File: config.mk
export PLATFORM = sky130hd
export DESIGN_NAME = prcorr_analyzer
export DESIGN_NICKNAME = d
export VERILOG_FILES = /design/src/rtl/prc_pkg.sv /design/src/rtl/prc_lfsr.sv /design/src/rtl/prc_lagline.sv /design/src/rtl/prc_mac.sv /design/src/rtl/prcorr_analyzer.sv
export SDC_FILE = /design/constraint.sdc
export NUM_CORES = 1
export LEC_CHECK = 0
export BUFFER_PORTS_ARGS = -buffer_cell sky130_fd_sc_hd__buf_2
export CAP_MARGIN = 20
export CORE_AREA = 2 2 256 258
export CTS_BUF_LIST = sky130_fd_sc_hd__clkbuf_16
export DETAILED_ROUTE_END_ITERATION = 8
export DIE_AREA = 0 0 258 260
export PLACE_DENSITY = 0.46
export RECOVER_POWER = 25
export SYNTH_ARGS = -nofsm -noshare
export SYNTH_HDL_FRONTEND = slang
export SYNTH_SLANG_ARGS = --single-unit
export TNS_END_PERCENT = 10
File: constraint.sdc
create_clock -name clk -period 28.2 [get_ports clk]
set_clock_uncertainty 0.05 [all_clocks]
set_input_delay 2.82 -clock clk [delete_from_list [all_inputs] [get_ports clk]]
set_output_delay 2.82 -clock clk [all_outputs]
set_load 0.02 [all_outputs]
File: src/rtl/prc_pkg.sv
package prc_pkg;
  localparam int LFSR_W = 16;
  localparam logic [LFSR_W-1:0] LFSR_MASK = 16'hB400;
  localparam logic [LFSR_W-1:0] LFSR_ONE  = 16'h0001;

  typedef enum logic {MODE_CROSS = 1'b0, MODE_AUTO = 1'b1} corr_mode_e;

  // Galois right-shift step of the maximal-length polynomial
  function automatic logic [LFSR_W-1:0] lfsr_next(input logic [LFSR_W-1:0] s);
    return (s >> 1) ^ (s[0] ? LFSR_MASK : '0);
  endfunction

  // An all-zero seed would lock the register; substitute one
  function automatic logic [LFSR_W-1:0] seed_fix(input logic [LFSR_W-1:0] s);
    return (s == '0) ? LFSR_ONE : s;
  endfunction
endpackage

File: src/rtl/prc_lfsr.sv
module prc_lfsr
  import prc_pkg::*;
(
  input  logic              clk,
  input  logic              rst_n,
  input  logic              load,
  input  logic              advance,
  input  logic [LFSR_W-1:0] seed,
  output logic              bit_o
);
  logic [LFSR_W-1:0] st;

  always_ff @(posedge clk or negedge rst_n) begin
    if (!rst_n)       st <= LFSR_ONE;
    else if (load)    st <= seed_fix(seed);
    else if (advance) st <= lfsr_next(st);
  end

  assign bit_o = st[0];

  // the register never reaches the locked all-zero state
  a_r2_lfsr_nonzero: assert property (@(posedge clk) disable iff (!rst_n)
    st != '0);
  // without an accepted sample or start the stimulus holds
  a_r7_stim_hold: assert property (@(posedge clk) disable iff (!rst_n)
    (!load && !advance) |=> $stable(st));
endmodule

File: src/rtl/prc_lagline.sv
module prc_lagline #(
  parameter int DEPTH = 63,
  parameter int SEL_W = 6
) (
  input  logic             clk,
  input  logic             rst_n,
  input  logic             clear,
  input  logic             shift,
  input  logic             din,
  input  logic [SEL_W-1:0] sel,
  output logic             tap
);
  logic [DEPTH-1:0] hist;
  logic [DEPTH:0]   taps;

  always_ff @(posedge clk or negedge rst_n) begin
    if (!rst_n)     hist <= '0;
    else if (clear) hist <= '0;
    else if (shift) hist <= {hist[DEPTH-2:0], din};
  end

  // tap 0 is the current bit, tap i the bit i samples back
  assign taps[0] = din;
  for (genvar i = 1; i <= DEPTH; i++) begin : g_tap
    assign taps[i] = hist[i-1];
  end

  assign tap = taps[sel];

  // newest history entry is the bit presented at the last shift
  a_r4_hist_shift: assert property (@(posedge clk) disable iff (!rst_n)
    (shift && !clear) |=> hist[0] == $past(din));
  // clear empties the history
  a_r9_hist_clear: assert property (@(posedge clk) disable iff (!rst_n)
    clear |=> hist == '0);
endmodule

File: src/rtl/prc_mac.sv
module prc_mac #(
  parameter int PROD_W = 24,
  parameter int ACC_W  = 40,
  parameter int RES_W  = 24,
  parameter int K_W    = 4,
  parameter int CNT_W  = 16
) (
  input  logic                    clk,
  input  logic                    rst_n,
  input  logic                    clear,
  input  logic                    accept,
  input  logic signed [PROD_W-1:0] prod,
  input  logic [K_W-1:0]          k,
  output logic [CNT_W-1:0]        cnt,
  output logic                    win_end,
  output logic signed [RES_W-1:0] result
);
  logic signed [ACC_W-1:0] acc, acc_sum, avg;
  logic [CNT_W-1:0]        win_last;

  assign win_last = (CNT_W'(1) << k) - CNT_W'(1);
  assign acc_sum  = acc + {{(ACC_W-PROD_W){prod[PROD_W-1]}}, prod};
  assign avg      = acc_sum >>> k;
  assign win_end  = accept && (cnt == win_last);

  always_ff @(posedge clk or negedge rst_n) begin
    if (!rst_n) begin
      acc    <= '0;
      cnt    <= '0;
      result <= '0;
    end else if (clear) begin
      acc <= '0;
      cnt <= '0;
    end else if (accept) begin
      acc <= acc_sum;
      cnt <= cnt + CNT_W'(1);
      if (win_end) result <= avg[RES_W-1:0];
    end
  end

  // no sample is accepted beyond the window length
  a_r6_cnt_bound: assert property (@(posedge clk) disable iff (!rst_n)
    accept |-> cnt <= win_last);
  // start leaves the sum and count empty
  a_r9_mac_clear: assert property (@(posedge clk) disable iff (!rst_n)
    clear |=> (acc == '0) && (cnt == '0));
  // result moves only at a window end
  a_r8_result_hold: assert property (@(posedge clk) disable iff (!rst_n)
    !win_end |=> $stable(result));
endmodule

File: src/rtl/prcorr_analyzer.sv
module prcorr_analyzer
  import prc_pkg::*;
#(
  parameter int SAMPLE_W = 12,
  parameter int MAX_LAG  = 63,
  parameter int K_MAX    = 15,
  localparam int LAG_W   = $clog2(MAX_LAG + 1),
  localparam int K_W     = $clog2(K_MAX + 1),
  localparam int PROD_W  = 2 * SAMPLE_W,
  localparam int RES_W   = PROD_W
) (
  input  logic                       clk,
  input  logic                       rst_n,
  input  logic                       start,
  input  logic                       mode,
  input  logic [LAG_W-1:0]           lag,
  input  logic [K_W-1:0]             win_log,
  input  logic [LFSR_W-1:0]          seed,
  output logic signed [SAMPLE_W-1:0] stim_out,
  input  logic signed [SAMPLE_W-1:0] samp_in,
  input  logic                       samp_valid,
  output logic                       busy,
  output logic                       done,
  output logic signed [RES_W-1:0]    result
);
  localparam int ACC_W = PROD_W + K_MAX + 1;
  localparam int CNT_W = K_MAX + 1;
  localparam logic signed [SAMPLE_W-1:0] FULL_POS = SAMPLE_W'((1 << (SAMPLE_W-1)) - 1);
  localparam logic signed [SAMPLE_W-1:0] FULL_NEG = -FULL_POS;

  function automatic logic signed [SAMPLE_W-1:0] bit_level(input logic b);
    return b ? FULL_POS : FULL_NEG;
  endfunction

  function automatic logic signed [PROD_W-1:0] corr_term(
    input logic auto_m, input logic signed [SAMPLE_W-1:0] y,
    input logic signed [SAMPLE_W-1:0] xl, input logic use_x);
    logic signed [PROD_W-1:0] ye, xe;
    ye = PROD_W'(y);
    xe = PROD_W'(xl);
    if (auto_m)     return ye * ye;
    else if (use_x) return ye * xe;
    else            return '0;
  endfunction

  corr_mode_e           mode_q;
  logic [LAG_W-1:0]     lag_q;
  logic [K_W-1:0]       k_q;
  logic                 busy_q, done_q;
  logic                 accept, win_end, x_now, x_lag, lag_ok;
  logic [CNT_W-1:0]     cnt;
  logic signed [PROD_W-1:0] prod;

  assign accept = busy_q && samp_valid && !start;

  always_ff @(posedge clk or negedge rst_n) begin
    if (!rst_n) begin
      busy_q <= 1'b0;
      done_q <= 1'b0;
      mode_q <= MODE_CROSS;
      lag_q  <= '0;
      k_q    <= '0;
    end else if (start) begin
      busy_q <= 1'b1;
      done_q <= 1'b0;
      mode_q <= corr_mode_e'(mode);
      lag_q  <= lag;
      k_q    <= win_log;
    end else if (win_end) begin
      busy_q <= 1'b0;
      done_q <= 1'b1;
    end
  end

  prc_lfsr u_lfsr (
    .clk(clk), .rst_n(rst_n), .load(start), .advance(accept),
    .seed(seed), .bit_o(x_now)
  );

  prc_lagline #(.DEPTH(MAX_LAG), .SEL_W(LAG_W)) u_lag (
    .clk(clk), .rst_n(rst_n), .clear(start), .shift(accept),
    .din(x_now), .sel(lag_q), .tap(x_lag)
  );

  assign lag_ok = cnt >= CNT_W'(lag_q);
  assign prod   = corr_term(mode_q == MODE_AUTO, samp_in, bit_level(x_lag), lag_ok);

  prc_mac #(.PROD_W(PROD_W), .ACC_W(ACC_W), .RES_W(RES_W), .K_W(K_W), .CNT_W(CNT_W)) u_mac (
    .clk(clk), .rst_n(rst_n), .clear(start), .accept(accept), .prod(prod),
    .k(k_q), .cnt(cnt), .win_end(win_end), .result(result)
  );

  assign stim_out = bit_level(x_now);
  assign busy     = busy_q;
  assign done     = done_q;

  // busy and done are never high together
  a_r8_busy_done_excl: assert property (@(posedge clk) disable iff (!rst_n)
    !(busy_q && done_q));
  // done follows the last accepted sample
  a_r8_done_rise: assert property (@(posedge clk) disable iff (!rst_n)
    win_end |=> done_q && !busy_q);
  // start re-arms the block
  a_r9_start_arms: assert property (@(posedge clk) disable iff (!rst_n)
    start |=> busy_q && !done_q);
  // stimulus is always one of the two full-scale levels
  a_r3_stim_levels: assert property (@(posedge clk) disable iff (!rst_n)
    (stim_out == FULL_POS) || (stim_out == FULL_NEG));
endmodule

# Yosys cells after proc, flatten, opt, wreduce, memory -nomap -nowiden
# Cells that the tools add are included.
# W data, S select, Z words.
# word_totals
register_bits	172
in_bits	43
output_inout_bits	38
word_cells	50
# op_classes
n_addsub	3
mul	2
magnitude_cmp	2
eq_ne	1
shifts	2
n_mux	20
bitwise_logic	2
n_reduce_logical	8
# ops
operator	n
$mux W63	2
$mux W16	6
$mux W40	2
$mul A12 B12 Y24	2
$mux W24	2
$add A40 B40 Y40	1
$sshr A40 B4 Y24	1
$mux W12	2
$add A16 B1 Y16 const B	1
$eq A16 B16 Y1	1
$ge A16 B6 Y1	1
$logic_not A16 Y1	1
$shl A1 B4 Y16 const A	1
$sub A16 B2 Y16 const B	1
$xor A15 B16 Y16	1
$lt A6 B7 Y1 const B	1
$bmux W1 S6	1
$mux W1	5
$reduce_bool A2 Y1	2
$logic_and A1 B1 Y1	3
$reduce_and A3 Y1	1
$logic_not A1 Y1	1
$not A1 Y1	1

# Logic depth before layout (Yosys ltp)
# Gate-level depths: netlist (run 1).
# depth
depth_word	9
ltp_mapped	44

# Hierarchy
# From an unflattened synthesis (run 1), not the netlist that was laid out.
# unflattened
cells_unflattened	2470
area_unflattened_um2	22176.3
# by_module_without_submodules
module	n_inst	cells_per_inst	area_per_inst_um2
prcorr_analyzer	1	1122	10044.6
prc_mac	1	1018	8142.8
prc_lagline	1	252	3149.3
prc_lfsr	1	78	839.6

# Worst setup path before layout (run 1)
# No wires, ideal clock.
# synth_timing
path_type	input port to flip-flop
from	input samp_in[10]
to	register u_mac.result[20]
setup_time_ns	0.125
arrival_ns	11.243
setup_slack_ns	16.783
path_stages	33
cell_sequence	clkbuf_1 -> inv_1 -> clkbuf_1 -> nor2_1 -> fa_1 -> inv_1 -> fa_1 -> fa_1 -> fa_1 -> fa_1 -> inv_1 -> ha_1 -> a21oi_1 -> nor3b_1 -> o21ai_0 -> a31oi_1 -> xnor2_1 -> or3_1 -> a31oi_2 -> inv_1 -> ha_1 -> clkbuf_1 -> and2_0 -> clkbuf_1 -> nand3_1 -> or2_2 -> o21a_1 -> o21bai_1 -> xor2_1 -> mux4_2 -> mux2i_1 -> o211ai_1 -> mux2_2
# synth_between
elab_chain_len	5
# synth_lines
item	line_no	source
start, declared	prcorr_analyzer.sv:20	input logic signed [SAMPLE_W-1:0] samp_in,
$mul A12 B12 Y24	prcorr_analyzer.sv:42	else if (use_x) return ye * xe;
$mux W24	prcorr_analyzer.sv:42	
$mux W24 *	prcorr_analyzer.sv:41	if (auto_m) return ye * ye;
$add A40 B40 Y40 *	prc_mac.sv:22	assign acc_sum = acc + {{(ACC_W-PROD_W){prod[PROD_W-1]}}, prod};
$sshr A40 B4 Y24 *	prc_mac.sv:23	assign avg = acc_sum >>> k;
end signal, assigned	prc_mac.sv:37	if (win_end) result <= avg[RES_W-1:0];
end, declared	prc_mac.sv:16	output logic signed [RES_W-1:0] result
# Every way passes the cells marked *; elsewhere a longest branch is shown, timed or not.
# A chain may end at the register's enable or synchronous reset.

# Worst setup path in the final report (run 1)
# layout_timing
from	register lag_q[0]
to	register u_mac.result[23]
# layout_between
elab_chain_len	8
# layout_lines
item	line_no	source
start, declared	prcorr_analyzer.sv:47	logic [LAG_W-1:0] lag_q;
start signal, assigned	prcorr_analyzer.sv:67	lag_q <= lag;
$bmux W1 S6	prc_lagline.sv:28	assign tap = taps[sel];
$mux W1 (not written as such)	prc_lagline.sv:28	
$mux W12	prcorr_analyzer.sv:32	return b ? FULL_POS : FULL_NEG;
$mul A12 B12 Y24	prcorr_analyzer.sv:42	
$mux W24 *	prcorr_analyzer.sv:42	
$mux W24 *	prcorr_analyzer.sv:41	
$add A40 B40 Y40 *	prc_mac.sv:22	
$sshr A40 B4 Y24 *	prc_mac.sv:23	
# Every way passes the cells marked *; elsewhere a longest branch is shown, timed or not. The select of a mux whose other input is x is not followed.

==> reports/qor.csv, run 1 <==
stage,metric,value,unit
die,initial_utilization,32.8,%
routing,routed_via_density,5.01,
routing,vias,16300,
grt,grt_overflow,0,
timing,min_period_over_period,44.6,%
outcome,status,finished with violations,
hold_path,holdCritStartpoint,u_mac.result[19]$_DFFE_PN0P_,
critical_path,cp-start-kind,flip-flop,
clocking,cts_buffers,17,
job,drv_cap,3,
outcome,violations,"capacitance limit, slew limit",
timing,fmaxAchievable,0.0795,GHz
critical_path,critPathRequiredTime,28540,ps
routing,first_iter_violations,942,
layout,multiInputGateArea,0.0149,mm^2
critical_path,r2r_end,u_mac.result[23]$_DFFE_PN0P_,
layout,drive_gt1_share,8.16,%
critical_path,r2r_cells,36,
timing,hold_viol_final,0,
logic_synthesis,ys_warn_count,0,
critical_path,cpPeakStageDelay,1010,ps
logic_synthesis,synth_simple_gate_area_share,13.8,%
logic_synthesis,synth_compound_area_share,15.3,%
routing,drcViolationCount,0,
grt,first_global_vias,16400,
logic_synthesis,synth-seq-cells,171,
critical_path,worst_setup_path_end_kind,flip-flop,
logic_synthesis,avgSynthCellArea,8.74,um^2
hold_path,whs_endpoint,u_mac.result[19]$_DFFE_PN0P_,
critical_path,critical_path.most_common_cell,fa_1,
logic_synthesis,yosys.cell_count.top_type,nand2_1,
layout,layout.area.seq,0.00428,mm^2
routing,wirelength,55.6,mm
critical_path,worstSetupPathType,reg2reg,
routing,first_pass_iters,7,
layout,areaGrowthSynthToFinish,7.40,%
logic_synthesis,synth_top_area_share,20.3,%
logic_synthesis,synth_nets,2828,
layout,num_antenna_cells,0,
critical_path,crit_arrival,12920,ps
routing,wl_per_cell,17.1,um
die,rows,93,
logic_synthesis,async_reset_ff_share,100,%
logic_synthesis,seq_area_frac_synth,20.3,%
logic_synthesis,synth_top_flop_cell,dfrtp_1,
placed_design,place_hpwl,43.4,mm
timing,whs,430,ps
die,die_y,260,um
timing,tns,0,ps
placed_design,io_buffers,79,
grt,grtUsageTotal,16.9,%
timing,slew_headroom,-111,%
clocking,cts_resized,0,
layout,nNetsFinal,2797,
timing,setup_viol,0,
layout,fill_cells,6585,
timing,finalWorstSetupSlack,15620,ps
placed_design,gp_congestion,0.860,
clocking,worstSkewPairLatency,460,ps
die,die_area,0.0671,mm^2
timing,finalCriticalPeriod,12580,ps
timing,slew_viol_final,164,
critical_path,rrSetupSlack,15620,ps
clocking,cts_setup_buffers,0,
critical_path,cp-startpoint,lag_q[0]$_DFFE_PN0P_,
grt,antenna_found_initial,0,
clocking,clk_pin_slew,70,ps
logic_synthesis,synth_area,0.0211,mm^2
logic_synthesis,yosys-top-cells-area,"fa_1, dfrtp_1, ha_1, nand2_1, inv_1",
timing,rsz0062_at_grt,no,
hold_path,hold_depth,2,
clocking,cts_tree,yes,
critical_path,r2r_start,lag_q[0]$_DFFE_PN0P_,
critical_path,worstPathMaxFanout,26,
die,core,0.0641,mm^2
routing,antenna_left,0,
logic_synthesis,synth.distinct_cells,86,
logic_synthesis,synth_commonest_cells,"nand2_1, inv_1, fa_1, a21oi_1, dfrtp_1",
grt,grt_pass1_wl,91.3,mm
logic_synthesis,synth_edf_count,0,
logic_synthesis,synth_top_family_by_area,adder cells,
clocking,cts.sinks,171,
hold_path,hp-class,reg2reg,
clocking,cts-hold-fix-buffers,0,
clocking,cts_root_buf,clkbuf_16,
placed_design,pre_cts_ws,15360,ps
die,dieWidth,258,um
logic_synthesis,synth_mux_area_share,6.34,%
logic_synthesis,synth_area_leader_cell,fa_1,
logic_synthesis,synthAdderAreaFrac,30.0,%
critical_path,cp_slowest_cell,dfrtp_1,
clocking,cts_buffer_depth,2,
timing,max_slew.worst_pin.slew,3170,ps
clocking,h-tree-depth,4,
logic_synthesis,synthCells,2409,
logic_synthesis,synthXorXnorAreaFrac,5.28,%
grt,grt_start_max_net_pins,92,
die,num_io_pins,81,
how the worst max path moves through the flow:
stage | end | slack [ps]
floorplan | u_mac.result[20]$_DFFE_PN0P_ | 16780
detailed placement | u_mac.result[23]$_DFFE_PN0P_ | 15360
global placement | u_mac.result[23]$_DFFE_PN0P_ | 15620
global route | u_mac.result[23]$_DFFE_PN0P_ | 14700
finish | u_mac.result[23]$_DFFE_PN0P_ | 15620
CTS | u_mac.result[23]$_DFFE_PN0P_ | 15530
layout by cell type, fill, tap and decap left out, types with 18 or more instances in the layout:
master | synthesis | final
o21ai_0 | 89 | 89
xnor2_1 | 88 | 88
a21oi_1 | 198 | 198
buf_2 | 1 | 77
xor2_1 | 39 | 39
fa_1 | 214 | 214
inv_1 | 327 | 327
nand3_1 | 21 | 21
a211oi_1 | 18 | 18
o21bai_1 | 18 | 18
nand2_1 | 332 | 331
mux4_2 | 25 | 25
mux2i_1 | 42 | 42
a21o_1 | 37 | 37
and2_1 | 42 | 41
ha_1 | 162 | 162
nor2_1 | 153 | 153
dfrtp_1 | 170 | 170
cell type report:
| class | instances | share of cell area [%] |
|---|---|---|
| inverter | 330 | 5.48 |
| sequential | 171 | 18.9 |
| timing repair buffer | 96 | 2.27 |
| clock inverter | 15 | 0.874 |
| multi-input combinational | 1762 | 65.8 |
| tap | 855 | 4.73 |
| clock buffer | 17 | 1.88 |
stage by stage:
stage	util (%)	cells	cell area, um^2
6_report	35.3	3246	22600
5_1_grt	35.3	3246	22600
4_1_cts	35.3	3246	22600
3_5_place_dp	34.3	3214	22000
3_3_place_gp	34.3	3214	22000
2_1_floorplan	-	2409	21100
kinds of logic after synthesis:
family | Yosys count
AND/OR/NAND/NOR | 657
other | 1
flip-flops | 171
XOR/XNOR | 127
adder cells (fa/ha/maj) | 376
AO/OA/AOI/OAI | 512
multiplexers | 89
buffers and inverters | 476
flip-flops by register name, indices dropped and copies added (netlist names):
signal        cells
u_mac.result     24
busy              1
mode_q            1
u_mac.cnt        16
u_lfsr.st        16
lag_q             6
u_lag.hist       63
u_mac.acc        39
done              1
k_q               4
metal layers:
metal | vias up | global-route usage [%] | wire [um]
li1 | 7904 | - | -
met3 | 34 | 1.45 | 1560
met2 | 263 | 27.8 | 25800
met1 | 8073 | 24.5 | 27700
met5 | - | 0 | 0
met4 | 0 | 3.24 | 576
critical path: cells and delay by family, from the launching register on:
| family | cells | cell delay [ps] |
|---|---|---|
| mux | 1 | 440 |
| compound gates | 16 | 4120 |
| fa+ha+maj | 7 | 3200 |
| xor+xnor | 1 | 110 |
| simple gates | 7 | 2750 |
| flops | 1 | 1010 |
| buf+inv | 4 | 800 |
Power of run 1 is left out: the tool's default activity adds up to more than one toggle a clock period on the data nets, which glitch-free logic cannot reach.
==> inputs of run 2 (changes only) <==
==> constraint.sdc (replaced) <==
create_clock -name clk -period 12.9 [get_ports clk]
set_clock_uncertainty 0.05 [all_clocks]
set_input_delay 1.29 -clock clk [delete_from_list [all_inputs] [get_ports clk]]
set_output_delay 1.29 -clock clk [all_outputs]
set_load 0.02 [all_outputs]
==> reports/qor.csv, run 2 (synthesized netlist as in run 1, its figures left out) <==
stage,metric,value,unit,change
placed_design,io_buffers,79,,unchanged
grt,grt_start_max_net_pins,99,,was 92
grt,antenna_found_initial,4,,was 0
die,num_io_pins,81,,unchanged
layout,areaGrowthSynthToFinish,7.42,%,was 7.40%
critical_path,worstPathMaxFanout,26,,unchanged
critical_path,cpPeakStageDelay,820,ps,was 1010 ps
placed_design,place_hpwl,45.0,mm,was 43.4 mm
clocking,worstSkewPairLatency,460,ps,about the same
critical_path,r2r_cells,36,,unchanged
clocking,clk_pin_slew,80,ps,was 70 ps
clocking,cts_tree,yes,,unchanged
die,die_y,260,um,unchanged
timing,setup_viol,0,,unchanged
layout,largest_reg_flops,63,,unchanged
die,die_area,0.0671,mm^2,unchanged
hold_path,holdCritStartpoint,u_mac.result[19]$_DFFE_PN0P_,,unchanged
timing,whs,437,ps,was 430 ps
timing,slew_viol_final,97,,was 164
critical_path,r2r_start,lag_q[1]$_DFFE_PN0P_,,was lag_q[0]$_DFFE_PN0P_
critical_path,worstSetupPathType,reg2reg,,unchanged
job,drv_cap,1,,was 3
outcome,violations,"capacitance limit, slew limit",,unchanged
timing,tns,0,ps,unchanged
die,dieWidth,258,um,unchanged
outcome,status,finished with violations,,unchanged
clocking,cts_root_buf,clkbuf_16,,unchanged
timing,hold_viol_final,0,,unchanged
hold_path,hp-class,reg2reg,,unchanged
critical_path,critical_path.most_common_cell,fa_1,,unchanged
grt,grt_pass1_wl,94.8,mm,was 91.3 mm
routing,wl_per_cell,17.9,um,was 17.1 um
clocking,h-tree-depth,4,,unchanged
routing,wirelength,58.1,mm,was 55.6 mm
routing,first_iter_violations,901,,was 942
timing,finalCriticalPeriod,11970,ps,was 12580 ps
hold_path,hold_depth,2,,unchanged
clocking,cts_buffer_depth,2,,unchanged
critical_path,critPathRequiredTime,13260,ps,was 28540 ps
die,rows,93,,unchanged
clocking,cts_resized,0,,unchanged
timing,fmaxAchievable,0.0835,GHz,was 0.0795 GHz
critical_path,cp_slowest_cell,dfrtp_1,,unchanged
layout,final_cell_mix,"nand2_1, inv_1, fa_1",,unchanged
placed_design,gp_congestion,0.888,,was 0.860
timing,min_period_over_period,92.8,%,was 44.6%
layout,top_register,u_lag.hist,,unchanged
critical_path,r2r_end,u_mac.result[23]$_DFFE_PN0P_,,unchanged
layout,largestRegisters,"u_lag.hist: 63 flops, u_mac.acc: 39 flops, u_mac.result: 24 flops",,unchanged
layout,drive_gt1_share,8.36,%,was 8.16%
routing,vias,16400,,was 16300
hold_path,whs_endpoint,u_mac.result[19]$_DFFE_PN0P_,,unchanged
layout,final_common_cell,nand2_1,,unchanged
placed_design,placed_cells,3214,,unchanged
grt,grtUsageTotal,17.7,%,was 16.9%
clocking,cts.sinks,171,,unchanged
critical_path,cp-start-kind,flip-flop,,unchanged
layout,num_antenna_cells,0,,unchanged
routing,antenna_left,0,,unchanged
grt,first_global_vias,17100,,was 16400
critical_path,crit_arrival,12330,ps,was 12920 ps
clocking,cts-hold-fix-buffers,0,,unchanged
routing,routed_via_density,5.04,,was 5.01
timing,max_slew.worst_pin.slew,5650,ps,was 3170 ps
timing,rsz0062_at_grt,no,,unchanged
die,core,0.0641,mm^2,unchanged
clocking,cts_buffers,17,,unchanged
routing,drcViolationCount,0,,unchanged
die,initial_utilization,32.8,%,unchanged
clocking,cts_setup_buffers,0,,unchanged
critical_path,worst_setup_path_end_kind,flip-flop,,unchanged
grt,grt_overflow,0,,unchanged
critical_path,rrSetupSlack,930,ps,was 15620 ps
routing,first_pass_iters,5,,was 7
layout,fin_cells,3248,,was 3246
timing,slew_headroom,-276,%,was -111%
layout,nNetsFinal,2799,,was 2797
run 2: cell types whose count changed in the layout (fill, tap and decap cells not counted), sizes merged:
| cell | previous run | this run |
|---|---|---|
| buf | 92 | 97 |
| bufinv | 1 | 0 |
| clkbuf | 21 | 18 |
| clkinv | 9 | 10 |
run 2: worst max path at each step:
stage / cells after the start / startpoint / slack, ps / to
final: 36 / lag_q[1]$_DFFE_PN0P_ / 930 / u_mac.result[23]$_DFFE_PN0P_
after global routing: 36 / lag_q[1]$_DFFE_PN0P_ / 110 / u_mac.result[23]$_DFFE_PN0P_
after CTS: 36 / lag_q[0]$_DFFE_PN0P_ / 680 / u_mac.result[23]$_DFFE_PN0P_
after detailed placement: 36 / lag_q[0]$_DFFE_PN0P_ / 720 / u_mac.result[23]$_DFFE_PN0P_
after global placement: 36 / lag_q[0]$_DFFE_PN0P_ / 1000 / u_mac.result[23]$_DFFE_PN0P_
after floorplan: 43 / lag_q[0]$_DFFE_PN0P_ / 2760 / u_mac.result[20]$_DFFE_PN0P_
run 2: critical path: cells and delay by family (launching register included):
kind / cells / cell delay, ps
AOI/OAI and AO/OA: 17 / 4620
adders and majority gates: 7 / 3140
and+or+nand+nor: 5 / 2000
DFF: 1 / 820
buffers and inverters: 4 / 730
muxes: 2 / 420
xor gates and xnor gates: 1 / 100
run 2: final cells by class:
type / count / area [um^2]
Clock buffer: 17 / 425
Clock inverter: 15 / 139
Fill cell: 6636 / 41500
Inverter: 330 / 1240
Multi-Input combinational cell: 1762 / 14900
Sequential cell: 171 / 4280
Tap cell: 855 / 1070
Timing Repair Buffer: 98 / 572
run 2: stage by stage:
step	area [um^2]	worst slack [ps]	util (%)
after global placement	22000	1000	34.3
after global routing	22600	109	35.3
after CTS	22600	681	35.2
after detailed placement	22000	719	34.3
after floorplan	21100	2760	-
final	22600	929	35.3
run 2: layer usage:
layer | GRT usage, % | routed length (um)
met5 | 0 | 34
met4 | 4.99 | 1270
met3 | 2.36 | 1830
met2 | 29.3 | 27400
met1 | 24.1 | 27600
Power of run 2 is left out for the same reason.
